===== src/rtl/uart_stat_pkg.sv =====
package uart_stat_pkg;

    localparam int BIT_RX_RDY     = 0;
    localparam int BIT_TX_RDY     = 1;
    localparam int BIT_BRK        = 2;
    localparam int BIT_DMA_RX_END = 3;
    localparam int BIT_DMA_TX_END = 4;
    localparam int BIT_OVERRUN    = 5;
    localparam int BIT_FRAMING    = 6;
    localparam int BIT_PARITY     = 7;
    localparam int BIT_TIMEOUT    = 8;
    localparam int BIT_TX_EMPTY   = 9;
    localparam int BIT_MS_CHG     = 10;
    localparam int USED_BITS      = 11;

    // sticky flag slots
    localparam int STK_BRK   = 0;
    localparam int STK_OVR   = 1;
    localparam int STK_FRM   = 2;
    localparam int STK_PAR   = 3;
    localparam int STK_MSC   = 4;
    localparam int NUM_STICKY = 5;

    typedef enum logic [1:0] {
        RX_OFF   = 2'd0,
        RX_EMPTY = 2'd1,
        RX_FULL  = 2'd2
    } rx_state_t;

    typedef enum logic [1:0] {
        TX_OFF   = 2'd0,
        TX_IDLE  = 2'd1,
        TX_SHIFT = 2'd2,
        TX_HELD  = 2'd3
    } tx_state_t;

    typedef enum logic [1:0] {
        TO_IDLE  = 2'd0,
        TO_ARMED = 2'd1,
        TO_FIRED = 2'd2
    } to_state_t;

endpackage


===== src/rtl/uart_stat_rx.sv =====
module uart_stat_rx
    import uart_stat_pkg::*;
(
    input  logic clk,
    input  logic rst_n,
    input  logic en_cmd,
    input  logic dis_cmd,
    input  logic load,
    input  logic read,
    output logic rdy,
    output logic ovr_evt
);

    rx_state_t state_q;
    rx_state_t state_d;

    always_ff @(posedge clk or negedge rst_n) begin
        if (!rst_n) begin
            state_q <= RX_OFF;
        end else begin
            state_q <= state_d;
        end
    end

    always_comb begin
        state_d = state_q;
        unique case (state_q)
            RX_OFF: begin
                if (en_cmd) begin
                    state_d = RX_EMPTY;
                end
            end
            RX_EMPTY: begin
                if (load) begin
                    state_d = RX_FULL;
                end
            end
            RX_FULL: begin
                if (read && !load) begin
                    state_d = RX_EMPTY;
                end
            end
            default: state_d = RX_OFF;
        endcase
        if (dis_cmd) begin
            state_d = RX_OFF;
        end
    end

    always_comb begin
        rdy     = (state_q == RX_FULL);
        ovr_evt = (state_q == RX_FULL) && load;
    end

endmodule


===== src/rtl/uart_stat_tx.sv =====
module uart_stat_tx
    import uart_stat_pkg::*;
(
    input  logic clk,
    input  logic rst_n,
    input  logic en_cmd,
    input  logic dis_cmd,
    input  logic wr,
    input  logic load,
    input  logic done,
    input  logic brk_pend,
    output logic rdy,
    output logic empty
);

    tx_state_t state_q;
    tx_state_t state_d;

    always_ff @(posedge clk or negedge rst_n) begin
        if (!rst_n) begin
            state_q <= TX_OFF;
        end else begin
            state_q <= state_d;
        end
    end

    always_comb begin
        state_d = state_q;
        unique case (state_q)
            TX_OFF: begin
                if (en_cmd) begin
                    state_d = TX_IDLE;
                end
            end
            TX_IDLE: begin
                if (wr) begin
                    state_d = TX_HELD;
                end
            end
            TX_SHIFT: begin
                if (wr) begin
                    state_d = TX_HELD;
                end else if (done) begin
                    state_d = TX_IDLE;
                end
            end
            TX_HELD: begin
                if (load && !wr) begin
                    state_d = TX_SHIFT;
                end
            end
            default: state_d = TX_OFF;
        endcase
        if (dis_cmd) begin
            state_d = TX_OFF;
        end
    end

    always_comb begin
        rdy   = ((state_q == TX_IDLE) || (state_q == TX_SHIFT)) && !brk_pend;
        empty = (state_q == TX_IDLE);
    end

endmodule


===== src/rtl/uart_stat_tmo.sv =====
module uart_stat_tmo
    import uart_stat_pkg::*;
(
    input  logic clk,
    input  logic rst_n,
    input  logic start,
    input  logic expire,
    input  logic zero,
    output logic flag
);

    to_state_t state_q;
    to_state_t state_d;

    always_ff @(posedge clk or negedge rst_n) begin
        if (!rst_n) begin
            state_q <= TO_IDLE;
        end else begin
            state_q <= state_d;
        end
    end

    always_comb begin
        state_d = state_q;
        unique case (state_q)
            TO_IDLE: begin
                if (start) begin
                    state_d = TO_ARMED;
                end
            end
            TO_ARMED: begin
                if (expire && !zero) begin
                    state_d = TO_FIRED;
                end
            end
            TO_FIRED: begin
                if (start) begin
                    state_d = TO_ARMED;
                end
            end
            default: state_d = TO_IDLE;
        endcase
    end

    always_comb begin
        flag = (state_q == TO_FIRED);
    end

endmodule


===== src/rtl/uart_stat_sticky.sv =====
module uart_stat_sticky #(
    parameter int N = 5
) (
    input  logic         clk,
    input  logic         rst_n,
    input  logic [N-1:0] set,
    input  logic         clr,
    output logic [N-1:0] q
);

    for (genvar i = 0; i < N; i++) begin : g_flag
        always_ff @(posedge clk or negedge rst_n) begin
            if (!rst_n) begin
                q[i] <= 1'b0;
            end else if (set[i]) begin
                q[i] <= 1'b1;
            end else if (clr) begin
                q[i] <= 1'b0;
            end
        end
    end

endmodule


===== src/rtl/uart_chan_status.sv =====
module uart_chan_status
    import uart_stat_pkg::*;
#(
    parameter int STAT_W = 32
) (
    input  logic              clk,
    input  logic              rst_n,
    input  logic              rx_en_cmd,
    input  logic              rx_dis_cmd,
    input  logic              rx_load,
    input  logic              rhr_read,
    input  logic              rx_stop_low,
    input  logic              rx_par_chk,
    input  logic              rx_par_bad,
    input  logic              rx_par_val,
    input  logic              multidrop,
    input  logic              rx_brk_edge,
    input  logic              to_start,
    input  logic              to_expire,
    input  logic              to_zero,
    input  logic              tx_en_cmd,
    input  logic              tx_dis_cmd,
    input  logic              thr_write,
    input  logic              tx_load,
    input  logic              tx_shift_done,
    input  logic              tx_brk_pending,
    input  logic              ms_change,
    input  logic              rst_sta_cmd,
    input  logic              dma_rx_end,
    input  logic              dma_tx_end,
    input  logic [STAT_W-1:0] irq_mask,
    output logic [STAT_W-1:0] status,
    output logic              irq
);

    localparam int PAD_W = STAT_W - USED_BITS;

    logic                  rx_rdy;
    logic                  rx_ovr_evt;
    logic                  tx_rdy;
    logic                  tx_empty;
    logic                  to_flag;
    logic                  par_evt;
    logic [NUM_STICKY-1:0] stk_set;
    logic [NUM_STICKY-1:0] stk_q;
    logic [USED_BITS-1:0]  flags;

    uart_stat_rx u_rx (
        .clk     (clk),
        .rst_n   (rst_n),
        .en_cmd  (rx_en_cmd),
        .dis_cmd (rx_dis_cmd),
        .load    (rx_load),
        .read    (rhr_read),
        .rdy     (rx_rdy),
        .ovr_evt (rx_ovr_evt)
    );

    uart_stat_tx u_tx (
        .clk      (clk),
        .rst_n    (rst_n),
        .en_cmd   (tx_en_cmd),
        .dis_cmd  (tx_dis_cmd),
        .wr       (thr_write),
        .load     (tx_load),
        .done     (tx_shift_done),
        .brk_pend (tx_brk_pending),
        .rdy      (tx_rdy),
        .empty    (tx_empty)
    );

    uart_stat_tmo u_tmo (
        .clk    (clk),
        .rst_n  (rst_n),
        .start  (to_start),
        .expire (to_expire),
        .zero   (to_zero),
        .flag   (to_flag)
    );

    always_comb begin
        par_evt = rx_par_chk && (multidrop ? rx_par_val : rx_par_bad);
        stk_set          = '0;
        stk_set[STK_BRK] = rx_brk_edge;
        stk_set[STK_OVR] = rx_ovr_evt;
        stk_set[STK_FRM] = rx_stop_low;
        stk_set[STK_PAR] = par_evt;
        stk_set[STK_MSC] = ms_change;
    end

    uart_stat_sticky #(
        .N (NUM_STICKY)
    ) u_sticky (
        .clk   (clk),
        .rst_n (rst_n),
        .set   (stk_set),
        .clr   (rst_sta_cmd),
        .q     (stk_q)
    );

    always_comb begin
        flags                 = '0;
        flags[BIT_RX_RDY]     = rx_rdy;
        flags[BIT_TX_RDY]     = tx_rdy;
        flags[BIT_BRK]        = stk_q[STK_BRK];
        flags[BIT_DMA_RX_END] = dma_rx_end;
        flags[BIT_DMA_TX_END] = dma_tx_end;
        flags[BIT_OVERRUN]    = stk_q[STK_OVR];
        flags[BIT_FRAMING]    = stk_q[STK_FRM];
        flags[BIT_PARITY]     = stk_q[STK_PAR];
        flags[BIT_TIMEOUT]    = to_flag;
        flags[BIT_TX_EMPTY]   = tx_empty;
        flags[BIT_MS_CHG]     = stk_q[STK_MSC];
    end

    assign status = {{PAD_W{1'b0}}, flags};
    assign irq    = |(status & irq_mask);

endmodule


===== config.mk =====
export PLATFORM = sky130hd
export DESIGN_NAME = uart_chan_status
export DESIGN_NICKNAME = d
export VERILOG_FILES = /design/src/rtl/uart_stat_pkg.sv /design/src/rtl/uart_stat_rx.sv /design/src/rtl/uart_stat_tx.sv /design/src/rtl/uart_stat_tmo.sv /design/src/rtl/uart_stat_sticky.sv /design/src/rtl/uart_chan_status.sv
export SDC_FILE = /design/constraint.sdc
export NUM_CORES = 1
export LEC_CHECK = 0
export ABC_AREA = 0
export BUFFER_PORTS_ARGS = -buffer_cell sky130_fd_sc_hd__buf_2
export CORE_ASPECT_RATIO = 1.5
export CORE_MARGIN = 5
export CORE_UTILIZATION = 35
export CTS_CLUSTER_DIAMETER = 50
export CTS_CLUSTER_SIZE = 40
export DETAILED_ROUTE_END_ITERATION = 7
export GPL_TIMING_DRIVEN = 0
export PLACE_DENSITY = 0.8
export SYNTH_ARGS = -nofsm -noshare
export SYNTH_HDL_FRONTEND = slang
export SYNTH_SLANG_ARGS = --single-unit
export TNS_END_PERCENT = 100

===== constraint.sdc =====
create_clock -name clk -period 1.9 [get_ports clk]
set_clock_uncertainty 0.1 [all_clocks]
set_input_delay 0.38 -clock clk [delete_from_list [all_inputs] [get_ports clk]]
set_output_delay 0.38 -clock clk [all_outputs]
set_load 0.05 [all_outputs]

After elaboration in Yosys (flattened, before gate mapping)
Index checks and enable logic that the tools add are counted.

storage, ports and cells
  flip-flop bits (word level) = 11
  output and inout port bits = 33
  logic and storage cells = 71

cells by class
  equality and inequality tests = 16
  muxes and demuxes = 22
  bitwise logic cells = 1
  reduce and logical (&&, ||, !) cells = 24

operators by type and width
  cell                                                   count
  AND 11 x 32 -> 32 bit                                  1
  OR reduction 32 bit                                    1
  2-to-1 mux 2 bit                                       12
  inequality test 3 bit, second input constant           4
  nonzero test 2 bit                                     5
  equality test 2 bit, second input constant             4
  one-hot mux 2 bit (4 select lines)                     1
  2-to-1 mux 1 bit                                       7
  equality test 2 x 1 -> 1 bit, second input constant    3
  logical AND 1 bit                                      6
  logical NOT 2 bit                                      3
  inequality test 3 x 2 -> 1 bit, second input constant  2
  one-hot mux 2 bit (3 select lines)                     1
  logical NOT 1 bit                                      4
  inequality test 2 x 1 -> 1 bit, second input constant  2
  inequality test 4 bit, second input constant           1
  one-hot mux 2 bit (2 select lines)                     1
  AND reduction 4 bit                                    1
  AND reduction 3 bit                                    1
  AND reduction 2 bit                                    1
  OR reduction 2 bit                                     1
  logical OR 1 bit                                       1

Depth between registers and ports, before layout
  depth after elaboration = 5
  depth in mapped cells = 6
  depth with buffers taken out = 6

By module
From an unflattened synthesis, not the netlist that was laid out.

second synthesis, totals
  cells, all modules = 94
  area total of the unflattened synthesis = 899.6 µm²

modules (own cells, without submodules)
  module            times used  cells an instance  area an instance (µm²)
  uart_chan_status  1           37                 281.5
  uart_stat_tx      1           25                 225.2
  uart_stat_sticky  1           11                 166.4
  uart_stat_rx      1           12                 131.4
  uart_stat_tmo     1           9                  95.1

Worst setup path after synthesis
Ideal clock, no wire load.

  kind = reg2out
  from = register u_tx.state_q[1]
  to = output port irq
  arrival time = 1.514 ns
  required time = 1.420 ns
  path slack = -0.094 ns
  stages on the path, launching flop included = 7
  path buffers = 0
  path through = dfrtp_1 > inv_1 > ha_1 > nor2b_1 > a22o_1 > a21oi_1 > nand3_1

on the way
  cells in the longest elaborated chain, start to end = 5
  elaborated cells on any way between the ends = 6
  those cells by class = eq/ne (2); bitwise (1); reduce/logical (3)

RTL lines
  element                                                                     line                     source
  from (decl)                                                                 uart_stat_tx.sv:16       tx_state_t state_q;
  from (signal assigned)                                                      uart_stat_tx.sv:23       state_q <= state_d;
  equality test 2 x 1 -> 1 bit / equality test 2 bit (equally long branches)  uart_stat_tx.sv:60       rdy = ((state_q == TX_IDLE) || (state_q == TX_SHIFT)) && !brk_pend;
  logical OR 1 bit *                                                          uart_stat_tx.sv:60
  logical AND 1 bit *                                                         uart_stat_tx.sv:60
  named net tx_rdy                                                            uart_chan_status.sv:40   logic tx_rdy;
  AND 11 x 32 -> 32 bit *                                                     uart_chan_status.sv:117  assign irq = |(status & irq_mask);
  OR reduction 32 bit *                                                       uart_chan_status.sv:117
  to (decl)                                                                   uart_chan_status.sv:33   output logic irq

The timed path passes the listed nets; every way through them passes the cells marked *.

Final worst setup path
Same ends and word-level chain as after synthesis.

==> flow_summary.toml <==
[status]
outcome = "finished, violations left"
violations = "negative setup slack"

[setup_path]
r2r-end = "u_tx.state_q[1]$_DFFE_PN0P_"
crit_path_start = "u_tx.state_q[1]$_DFFE_PN0P_"
critical_path_class = "reg2out"
cpLargestDelayFamily = "flip-flops"
crit_slowest_cell = "dfrtp_1"
cpPeakStageDelay_ns = 0.39
crit_chain = "inv_2, ha_4, nor2b_4, a22o_1, a21oi_2, nand3_2, buf_8"
end_kind = "primary output"
crit_buf_inv = 2
critPathArrivalTime_ns = 1.66
cp.depth = 7
cp-start-kind = "flop"
worstReg2RegStart = "u_tx.state_q[1]$_DFFE_PN0P_"
cp_max_fo = 4
reg2regPathDepth = 7
rrSetupSlack_ns = 0.28
crit_end = "irq"
required_ns = 1.42

[finish]
stdcell_area_sq_mm = 0.00135
nets = 231
layout-area-overhead-vs-synth_pct = 56.7
drive_above_1_share = 0.586
fillers = 246
diodes = 0

[grt]
grt_max_degree = 12
grtUsageTotal = 0.121
grt_antenna_before_repair = 0
grt_pass1_wl_um = 3550
overflow = 0
grt_pass1_vias = 876

[route]
dr_total_vias = 836
routed_wl_um = 2160
wl_per_cell_um = 11.2
drt_first_pass_iters = 4
ant_nets = 0
vias_per_cell = 4.33
route.detailed.drc = 0
drt_iter0_drc = 1

[floorplanning]
io_pins = 90
dieArea_sq_mm = 0.00356
die_y_um = 70.7
core_area_sq_mm = 0.00239
start_util = 0.358
num_rows = 22
die_width_um = 50.4

[synthesis]
synthFlopType = "dfrtp_1"
ys_warn_count = 0
synth_cells = 90
synth_area_leaders = "dfrtp_1, buf_4, ha_1"
synth_edf_count = 0
yosysSeqAreaShare = 0.321
synthTopCellsByCount = "buf_4, dfrtp_1, inv_1, a22o_1"
ys_seq_elements = 11
async_reset_ff_frac = 1.00
synth_most_common_cell = "buf_4"
synth_top_area_frac = 0.321
syn_avg_cell_area_sq_um = 9.54
yosysUniqueCellTypes = 26
synth_area_sq_um = 858
synth_area_leader_cell = "dfrtp_1"

[clock_network]
clockRootBuffer = "clkbuf_4"
cts_tree = "built"
cts_buffer_depth = 2
clk_latency_ns = 0.26
cts_num_sinks = 11
path_clk_slew_ns = 0.07
htreeDepth = 1
cts_buffers = 3

[timing]
clock.fmax_mhz = 466
min_period_ns = 2.14
drv_slew = 0
hold_violations = 0
rsz0062_at_grt = "true"
setup_viol = 1
setup_ws_ns = -0.245
period_share = 1.13

[place]
dp_hpwl_um = 1800
dpl_worst_slack_ns = -0.141
dpl_cell_area_sq_mm = 0.00120
portBuffers = 47
gp_congestion = 0.836

[job]
maxCapViolations = 0

[power_and_ir_drop]
power_density_mw_per_mm2 = 712
p_leak_nw = 0.768
ir_drop_v = 0.000407
design_power_total_uw = 958

[min_path]
hold_path.class = "in2reg"
==> through the flow <==
step                      hold WS (ns)  TNS (ns)  std cells  utilization
after floorplan                -0.0156         0        110            -
after global placement           0.157    -0.118        181        0.503
after detailed placement         0.161    -0.141        181        0.503
after CTS                        0.164    -0.276        192        0.554
after global routing             0.162    -0.352        193        0.562
final                            0.177    -0.245        193        0.562
==> where the power goes <==
group / internal (mW) / switching, mW / leakage [nW] / total [mW]
logic: 0.220 / 0.300 / 0.618 / 0.520
clock network: 0.0812 / 0.0744 / 0.0150 / 0.156
registers: 0.260 / 0.0228 / 0.136 / 0.282
total: 0.561 / 0.397 / 0.768 / 0.958
==> sequential cells by signal, summed over array words and instances, names as in the netlist <==
signal         count
u_sticky.q         5
u_tmo.state_q      2
u_rx.state_q       2
u_tx.state_q       2
==> final cells by class <==
cell class                      count  area, sq um  share of cell area
Multi-Input combinational cell     65          464               0.345
Timing Repair Buffer               55          320               0.238
Sequential cell                    11          275               0.205
Buffer                             27          203               0.151
Tap cell                           24         30.0              0.0223
Clock buffer                        4         26.3              0.0195
Inverter                            7         26.3              0.0195
==> cells by family after synthesis <==
| group | count (synthesis) | synth area share |
|---|---|---|
| AO/OA/AOI/OAI | 24 | 0.210 |
| adder cells (fa/ha/maj) | 4 | 0.0583 |
| buffers and inverters | 34 | 0.267 |
| flip-flops | 11 | 0.321 |
| multiplexers | 2 | 0.0262 |
| other | 1 | 0.00437 |
| AND/OR/NAND/NOR | 14 | 0.114 |
==> how the worst min path moves through the flow <==
stage | from | to | slack (ns) | cells after the start
finish | rx_dis_cmd | u_rx.state_q[0]$_DFFE_PN0P_ | 0.18 | 2
global placement | rst_n | u_rx.state_q[0]$_DFFE_PN0P_ | 0.16 | 1
global route | tx_dis_cmd | u_tx.state_q[0]$_DFFE_PN0P_ | 0.16 | 2
detailed placement | rst_n | u_sticky.q[1]$_DFFE_PN0P_ | 0.16 | 1
floorplan | rst_n | u_rx.state_q[0]$_DFFE_PN0P_ | -0.02 | 0
CTS | tx_dis_cmd | u_tx.state_q[0]$_DFFE_PN0P_ | 0.16 | 2
==> cell usage in the layout, fill, tap and decap left out, types with 2 or more instances in the layout <==
cell type,netlist,routed
buf_2,0,44
buf_4,27,34
conb_1,1,21
dfrtp_1,11,11
a22o_1,5,5
inv_1,7,5
nand2b_1,4,4
clkbuf_4,0,4
a21oi_2,2,3
a21oi_1,4,3
a21o_1,3,3
ha_1,4,3
nor2b_2,2,2
nor2b_4,1,2
inv_2,0,2
mux2_2,2,2
o21ai_0,2,2
nand3b_1,2,2
buf_8,0,2
==> routing by layer <==
| layer | vias up | global-route usage | part of all wire |
|---|---|---|---|
| met5 | - | 0 | 0 |
| met2 | 51 | 0.217 | 0.52 |
| met4 | 0 | 0.0682 | 0.016 |
| met3 | 4 | 0.0211 | 0.12 |
| met1 | 359 | 0.129 | 0.34 |
| li1 | 422 | - | - |
==> timing repair <==
item / 4_1_cts / 5_1_grt
pin swaps: 2 / 1
endpoints found under the setup margin: 3 / 3
hold endpoints to repair: 11 / 0
setup buffers: 6 / 1
gates resized for setup: 11 / 3
gates cloned: 0 / 0
hold buffers: 1 / 0
==> worst reg2reg max path, cell delays in order (launching register included) <==
cell	delay [ns]
dfrtp_1	0.39
buf_4	0.13
buf_4	0.13
ha_1	0.20
nor2b_4	0.13
o21bai_2	0.17
a41o_1	0.23
a21oi_2	0.03
Power figures use the tool's default switching activity.
